===== config.mk =====
export PLATFORM = sky130hd
export DESIGN_NAME = tlb_xlat
export DESIGN_NICKNAME = d
export VERILOG_FILES = /design/src/rtl/tlb_pkg.sv /design/src/rtl/tlb_way.sv /design/src/rtl/tlb_plru.sv /design/src/rtl/tlb_resp.sv /design/src/rtl/tlb_xlat.sv
export SDC_FILE = /design/constraint.sdc
export NUM_CORES = 1
export LEC_CHECK = 0
export BUFFER_PORTS_ARGS = -buffer_cell sky130_fd_sc_hd__buf_4
export CORE_MARGIN = 2
export CORE_UTILIZATION = 57
export CTS_CLUSTER_DIAMETER = 30
export DETAILED_ROUTE_END_ITERATION = 12
export PLACE_DENSITY = 0.8
export SYNTH_ARGS = -nofsm -noshare
export SYNTH_HDL_FRONTEND = slang
export SYNTH_HIERARCHICAL = 1
export SYNTH_SLANG_ARGS = --single-unit

===== constraint.sdc =====
create_clock -name clk -period 7.3 [get_ports clk]
set_input_delay 0.365 -clock clk [delete_from_list [all_inputs] [get_ports clk]]
set_output_delay 0.365 -clock clk [all_outputs]
set_load 0.02 [all_outputs]

===== src/rtl/tlb_pkg.sv =====
package tlb_pkg;
  localparam int WAYS  = 4;
  localparam int WAY_W = 2;

  typedef struct packed {
    logic usr;
    logic wr;
    logic dirty;
  } tlb_attr_t;

  // victim chosen by the 3-bit tree
  function automatic logic [WAY_W-1:0] plru_pick(input logic [2:0] t);
    if (t[0]) plru_pick = t[2] ? 2'd3 : 2'd2;
    else      plru_pick = t[1] ? 2'd1 : 2'd0;
  endfunction

  // steer the tree away from the way just used
  function automatic logic [2:0] plru_mark(input logic [2:0] t, input logic [WAY_W-1:0] w);
    logic [2:0] n;
    n = t;
    if (!w[1]) begin
      n[0] = 1'b1;
      n[1] = ~w[0];
    end else begin
      n[0] = 1'b0;
      n[2] = ~w[0];
    end
    return n;
  endfunction
endpackage


===== src/rtl/tlb_way.sv =====
module tlb_way import tlb_pkg::*; #(
  parameter int SETS  = 8,
  parameter int IDX_W = 3,
  parameter int TAG_W = 17,
  parameter int PFN_W = 20
) (
  input  logic             clk,
  input  logic             rst,
  input  logic             flush,
  input  logic [IDX_W-1:0] idx,
  input  logic [TAG_W-1:0] tag,
  input  logic             we,
  input  logic [PFN_W-1:0] we_pfn,
  input  tlb_attr_t        we_attr,
  input  logic             clr,
  output logic             present,
  output logic             match,
  output logic [PFN_W-1:0] pfn_o,
  output tlb_attr_t        attr_o
);
  logic [SETS-1:0]  vld;
  logic [TAG_W-1:0] tag_mem  [SETS];
  logic [PFN_W-1:0] pfn_mem  [SETS];
  tlb_attr_t        attr_mem [SETS];

  // valid bits need a one-cycle clear, so they live in flops
  always_ff @(posedge clk) begin
    if (rst || flush) begin
      vld <= '0;
    end else begin
      if (clr) vld[idx] <= 1'b0;
      if (we)  vld[idx] <= 1'b1;
    end
  end

  // payload arrays: no reset, single write port
  always_ff @(posedge clk) begin
    if (we) begin
      tag_mem[idx]  <= tag;
      pfn_mem[idx]  <= we_pfn;
      attr_mem[idx] <= we_attr;
    end
  end

  assign present = vld[idx];
  assign match   = vld[idx] && (tag_mem[idx] == tag);
  assign pfn_o   = pfn_mem[idx];
  assign attr_o  = attr_mem[idx];

  a_r8_flush_empties: assert property (@(posedge clk) disable iff (rst)
    flush |=> (vld == '0));

  a_r9_cleared_slot_empty: assert property (@(posedge clk) disable iff (rst)
    clr |=> !vld[$past(idx)]);

  a_r10_one_write_op: assert property (@(posedge clk) disable iff (rst)
    !(we && clr) && !(flush && (we || clr)));
endmodule


===== src/rtl/tlb_plru.sv =====
module tlb_plru import tlb_pkg::*; #(
  parameter int SETS  = 8,
  parameter int IDX_W = 3
) (
  input  logic             clk,
  input  logic             rst,
  input  logic [IDX_W-1:0] idx,
  input  logic             touch,
  input  logic [WAY_W-1:0] touch_way,
  output logic [WAY_W-1:0] victim
);
  logic [2:0] tree [SETS];

  always_ff @(posedge clk) begin
    if (rst) begin
      for (int s = 0; s < SETS; s++) tree[s] <= '0;
    end else if (touch) begin
      tree[idx] <= plru_mark(tree[idx], touch_way);
    end
  end

  assign victim = plru_pick(tree[idx]);

  a_r4_recent_not_victim: assert property (@(posedge clk) disable iff (rst)
    touch |=> (plru_pick(tree[$past(idx)]) != $past(touch_way)));
endmodule


===== src/rtl/tlb_resp.sv =====
module tlb_resp import tlb_pkg::*; (
  input  logic      tag_hit,
  input  tlb_attr_t attr,
  input  logic      wr_req,
  input  logic      usr_req,
  output logic      hit,
  output logic      fault,
  output logic      walk
);
  logic need_dirty;

  always_comb begin
    fault      = tag_hit && ((usr_req && !attr.usr) || (wr_req && !attr.wr));
    need_dirty = tag_hit && !fault && wr_req && !attr.dirty;
    hit        = tag_hit && !need_dirty;
    walk       = !tag_hit || need_dirty;
  end

  always_comb begin
    a_r6_hit_walk_excl: assert (!(hit && walk));
  end
endmodule


===== src/rtl/tlb_xlat.sv =====
module tlb_xlat import tlb_pkg::*; #(
  parameter int SETS  = 8,
  parameter int VPN_W = 20,
  parameter int PFN_W = 20
) (
  input  logic             clk,
  input  logic             rst,
  input  logic             lk_valid,
  input  logic [VPN_W-1:0] lk_vpn,
  input  logic             lk_write,
  input  logic             lk_user,
  input  logic             fill_valid,
  input  logic [VPN_W-1:0] fill_vpn,
  input  logic [PFN_W-1:0] fill_pfn,
  input  logic             fill_usr,
  input  logic             fill_wr,
  input  logic             fill_dirty,
  input  logic             inv_valid,
  input  logic [VPN_W-1:0] inv_vpn,
  input  logic             flush_all,
  output logic             rsp_valid,
  output logic             rsp_hit,
  output logic             rsp_fault,
  output logic             rsp_walk,
  output logic [PFN_W-1:0] rsp_pfn,
  output logic             rsp_usr,
  output logic             rsp_wr,
  output logic             rsp_dirty
);
  localparam int IDX_W = $clog2(SETS);
  localparam int TAG_W = VPN_W - IDX_W;

  logic             do_inv, do_fill, do_look;
  logic [VPN_W-1:0] probe_vpn;
  logic [IDX_W-1:0] probe_idx;
  logic [TAG_W-1:0] probe_tag;

  logic [WAYS-1:0]  hit_vec, present_vec, we_vec, clr_vec;
  logic [PFN_W-1:0] way_pfn  [WAYS];
  tlb_attr_t        way_attr [WAYS];

  logic             hit_any;
  logic [WAY_W-1:0] hit_way, free_way, victim_way, fill_way, touch_way;
  logic             touch;
  logic [PFN_W-1:0] sel_pfn;
  tlb_attr_t        sel_attr, new_attr;
  logic             c_hit, c_fault, c_walk;

  // priority: flush > invalidate > fill > lookup
  assign do_inv  = !flush_all && inv_valid;
  assign do_fill = !flush_all && !inv_valid && fill_valid;
  assign do_look = !flush_all && !inv_valid && !fill_valid && lk_valid;

  // one shared probe port; the operations are exclusive
  always_comb begin
    if (do_inv)       probe_vpn = inv_vpn;
    else if (do_fill) probe_vpn = fill_vpn;
    else              probe_vpn = lk_vpn;
  end
  assign probe_idx = probe_vpn[IDX_W-1:0];
  assign probe_tag = probe_vpn[VPN_W-1:IDX_W];

  assign new_attr = '{usr: fill_usr, wr: fill_wr, dirty: fill_dirty};

  for (genvar w = 0; w < WAYS; w++) begin : g_way
    assign we_vec[w]  = do_fill && (fill_way == WAY_W'(w));
    assign clr_vec[w] = do_inv && hit_vec[w];

    tlb_way #(
      .SETS (SETS),
      .IDX_W(IDX_W),
      .TAG_W(TAG_W),
      .PFN_W(PFN_W)
    ) u_way (
      .clk    (clk),
      .rst    (rst),
      .flush  (flush_all),
      .idx    (probe_idx),
      .tag    (probe_tag),
      .we     (we_vec[w]),
      .we_pfn (fill_pfn),
      .we_attr(new_attr),
      .clr    (clr_vec[w]),
      .present(present_vec[w]),
      .match  (hit_vec[w]),
      .pfn_o  (way_pfn[w]),
      .attr_o (way_attr[w])
    );
  end

  assign hit_any = |hit_vec;

  always_comb begin
    sel_pfn  = '0;
    sel_attr = '0;
    hit_way  = '0;
    free_way = '0;
    for (int w = 0; w < WAYS; w++) begin
      if (hit_vec[w]) begin
        sel_pfn  = sel_pfn | way_pfn[w];
        sel_attr = tlb_attr_t'(sel_attr | way_attr[w]);
        hit_way  = WAY_W'(w);
      end
    end
    for (int w = WAYS - 1; w >= 0; w--) begin
      if (!present_vec[w]) free_way = WAY_W'(w);
    end
  end

  // re-fill of a present page reuses its way, then free ways, then victim
  always_comb begin
    if (hit_any)            fill_way = hit_way;
    else if (!(&present_vec)) fill_way = free_way;
    else                    fill_way = victim_way;
  end

  assign touch     = do_fill || (do_look && hit_any);
  assign touch_way = do_fill ? fill_way : hit_way;

  tlb_plru #(
    .SETS (SETS),
    .IDX_W(IDX_W)
  ) u_plru (
    .clk      (clk),
    .rst      (rst),
    .idx      (probe_idx),
    .touch    (touch),
    .touch_way(touch_way),
    .victim   (victim_way)
  );

  tlb_resp u_resp (
    .tag_hit(hit_any),
    .attr   (sel_attr),
    .wr_req (lk_write),
    .usr_req(lk_user),
    .hit    (c_hit),
    .fault  (c_fault),
    .walk   (c_walk)
  );

  always_ff @(posedge clk) begin
    if (rst) begin
      rsp_valid <= 1'b0;
      rsp_hit   <= 1'b0;
      rsp_fault <= 1'b0;
      rsp_walk  <= 1'b0;
      rsp_pfn   <= '0;
      rsp_usr   <= 1'b0;
      rsp_wr    <= 1'b0;
      rsp_dirty <= 1'b0;
    end else begin
      rsp_valid <= do_look;
      rsp_hit   <= do_look && c_hit;
      rsp_fault <= do_look && c_fault;
      rsp_walk  <= do_look && c_walk;
      rsp_pfn   <= (do_look && c_hit) ? sel_pfn : '0;
      rsp_usr   <= do_look && c_hit && sel_attr.usr;
      rsp_wr    <= do_look && c_hit && sel_attr.wr;
      rsp_dirty <= do_look && c_hit && sel_attr.dirty;
    end
  end

  a_r2_single_match: assert property (@(posedge clk) disable iff (rst)
    $onehot0(hit_vec));

  a_r10_fill_blocks_lookup: assert property (@(posedge clk) disable iff (rst)
    ((fill_valid || inv_valid || flush_all) |=> !rsp_valid));

  a_r5_fault_is_hit: assert property (@(posedge clk) disable iff (rst)
    rsp_fault |-> (rsp_hit && !rsp_walk));

  a_r11_idle_zero: assert property (@(posedge clk) disable iff (rst)
    !rsp_hit |-> (rsp_pfn == '0 && !rsp_usr && !rsp_wr && !rsp_dirty && !rsp_fault));

  a_r6_write_hit_dirty: assert property (@(posedge clk) disable iff (rst)
    (rsp_hit && !rsp_fault && $past(lk_write)) |-> rsp_dirty);
endmodule


==> impl_results.md <==
* Port bufs at 117
* CP Class: input port to register
* Post-DP HPWL at 77900 µm
* Initial antenna violation count at 3
* VDD IR max at 0.000261 V
* Outcome: finished, final reports clean
* Filler cells at 5427
* Core area at 91900 µm²
* Final setup TNS at 0 ns
* Yosys reg bits at 1363
* Share of layout cells above drive strength 1 at 21.7%
* Layout area overhead at 19.5%
* Main flop type after synthesis: edfxtp_1
* Final Max Slew Viols at 0
* Die H at 309 µm
* CTS clock-pin slew for the worst setup and hold paths at 0.06 ns
* CTS Buffer Depth at 3
* Largest net degree at the start of global routing at 88
* Vias at 31800
* Initial DRC count at 4585
* Residual DRC at 0
* I/O pins at 118
* DRT antenna net count at 0
* Die area at 95400 µm²
* GP Congestion at 0.858
* Post-cts resize count at 0
* Worst setup EP type: register
* Worst Path Arrival at 6.89 ns
* CP Data Required Time at 7.76 ns
* First-pass GRT wire length at 202000 µm
* HP Class: input port to register
* Grt ovf at 0
* Mapped Area at 53000 µm²
* Crit-path max FO at 49
* Slew Limit Headroom at 9.49%
* Initial cell density of the core at 57.6%
* Final setup vio count at 0
* Root buffer cell: clkbuf_16
* Number of synthesized flops with an enable pin at 1304
* Overall power at 19.5 mW
* Warnings, synthesis at 6
* H-tree Lvls at 4
* Async SR Flop Fraction at 0%
* Element type at the critical path start: input port
* Min Tclk post-route at 6.43 ns
* DR WL/cell at 28.8 µm
* Inserted Diodes at 0
* Yosys top cell by area: edfxtp_1
* Mapped Cells at 3054
* Final period utilization at 88.1%
* GRT Total Usage at 28.8%
* Post CTS Setup Buffer Count at 0
* Worst-margin pin slew at 1.35 ns
* Clock skew at 0.0393 ns
* Layout Nets at 3455
* Total wire length at 138000 µm
* Worst-Skew Late Latency at 0.80 ns
* Most common cell after layout, fill and taps aside: edfxtp_1
* CTS buffer count at 196
* Row count at 111
* DR vias/cell at 6.66
* TritonCTS clock tree: done
* Die W at 309 µm
* Fmax at 0.155 GHz
* Maxcap violations at 0
* Most frequent cells in the layout: edfxtp_1 (1304), a22oi_1 (246), buf_4 (239), clkbuf_16 (200), mux2i_1 (195)
* Post-synth top area share at 73.9%
* Syn nets at 3145
* Unique cell type count in the Yosys netlist at 68
* Vias in the first global route at 32100
* DR pass1 iterations at 6
* Synth area leaders: edfxtp_1 (74%), mux2i_1 (3.7%), a22oi_1 (3.5%)
* Register area share after synthesis at 76.1%
* CTS sink count at 1363
* RSZ-0062 raised after global routing: no
* Pwr per Cell Area at 309 nW/µm²
* Leakage power at 21.3 nW
* Synth Area per Inst at 17.3 µm²
* Hold Fails Final Rpt at 0
==> where the power goes <==
group | switching, mW | internal [mW]
logic | 0.890 | 0.463
registers | 0.0104 | 8.65
clock network | 3.65 | 5.89
==> cells in the mapped netlist, types with 15 or more instances <==
cell type / count
a21oi_1: 74
a221o_1: 24
a221oi_1: 60
a222oi_1: 28
a22o_1: 48
a22oi_1: 246
and2_1: 23
and3_1: 32
buf_1: 24
buf_2: 56
clkbuf_1: 77
dfxtp_1: 59
edfxtp_1: 1304
mux2_2: 69
mux2i_1: 195
mux4_1: 28
mux4_2: 22
nand2_1: 115
nand2b_1: 18
nand3_1: 72
nand4_1: 25
nor2_1: 124
nor2b_1: 15
o211ai_1: 24
o21ai_0: 75
xnor2_1: 24
xor2_1: 36
==> repair_timing <==
action                                  CTS  global route
endpoints found under the setup margin    0             0
endpoints found under the hold margin   468             0
hold buffers                             24             0
==> worst max-delay path, cell delays in order <==
cell and delay (ns):
buf_4 0.15, nor2_4 0.14, nand2_4 0.27, mux2i_1 0.23, o21ai_4 0.50, buf_12 0.38
buf_4 0.36, nor2b_1 0.79, nand2_1 0.11, o21ai_0 0.14, a221o_1 0.44, nand4_1 0.28
nor4_4 0.53, nor2_1 0.14, nand4_1 0.19, nand3_1 0.15, nor2_1 0.66, and3_2 0.67
buf_12 0.29
==> layout make-up <==
type / instances / area (µm²) / share of cell area, %
clock inverter: 143 / 1680 / 2.66
timing repair buffer: 290 / 2570 / 4.07
clock buffer: 228 / 5140 / 8.12
multi-input combinational: 1502 / 12000 / 18.9
tap: 1243 / 1560 / 2.46
sequential: 1363 / 40300 / 63.7
inverter: 11 / 41.3 / 0.0652
==> flip-flops by register name (all words and copies together), names as in the netlist <==
name and cells:
rsp_fault 1, rsp_dirty 1, rsp_hit 1, rsp_valid 1, rsp_walk 1, rsp_pfn 20
g_way.u_way/pfn_mem 640, u_plru/tree 24, g_way.u_way/attr_mem 96, g_way.u_way/vld 32, g_way.u_way/tag_mem 544, rsp_wr 1
rsp_usr 1
==> final timing paths <==
path / start / to / slack (ns) / depth (start not counted)
worst max register to register: g_way[0].u_way/tag_mem[3][9] / g_way[0].u_way/tag_mem[1][7] / 2.14 / 12
worst min register to register: g_way[3].u_way/vld[5] / g_way[3].u_way/vld[5] / 0.51 / 2
worst min-delay path: fill_pfn[17] / g_way[1].u_way/pfn_mem[4][17] / 0.04 / 1
worst max-delay path: flush_all / g_way[0].u_way/tag_mem[1][7] / 0.87 / 19
==> cell families (layout without fill, tap and decap cells) <==
group,after synthesis,after routing,synth area share (%)
flops,1363,1363,76.1
xor+xnor,60,60,0.992
compound gates,659,659,9.23
simple gates,468,468,4.40
buf+inv,189,672,1.73
mux,315,315,7.50
==> metal layers <==
layer  global-route usage, %  part of all wire [%]  vias to the layer above  routed length [µm]
met1                    37.8                    37                    16000               50300
met3                    5.96                    11                      383               14900
li1                        -                     -                    13100                   -
met4                    13.9                   4.5                        4                6220
met2                    46.3                    48                     2345               66300
met5                       0                 0.010                        -                  14
==> through the flow <==
step	setup WS [ns]	std cells	hold WS, ns	util (%)	instance area, µm²
2_1_floorplan	1.31	3054	0.451	-	53000
3_3_place_gp	0.737	4385	0.464	61.2	56300
3_5_place_dp	0.549	4385	0.481	61.2	56300
4_1_cts	1.20	4780	0.00126	68.9	63300
5_1_grt	0.873	4780	0.0278	68.9	63300
6_report	0.868	4780	0.0381	68.9	63300
Note: power is estimated with default switching activity, not from simulation.
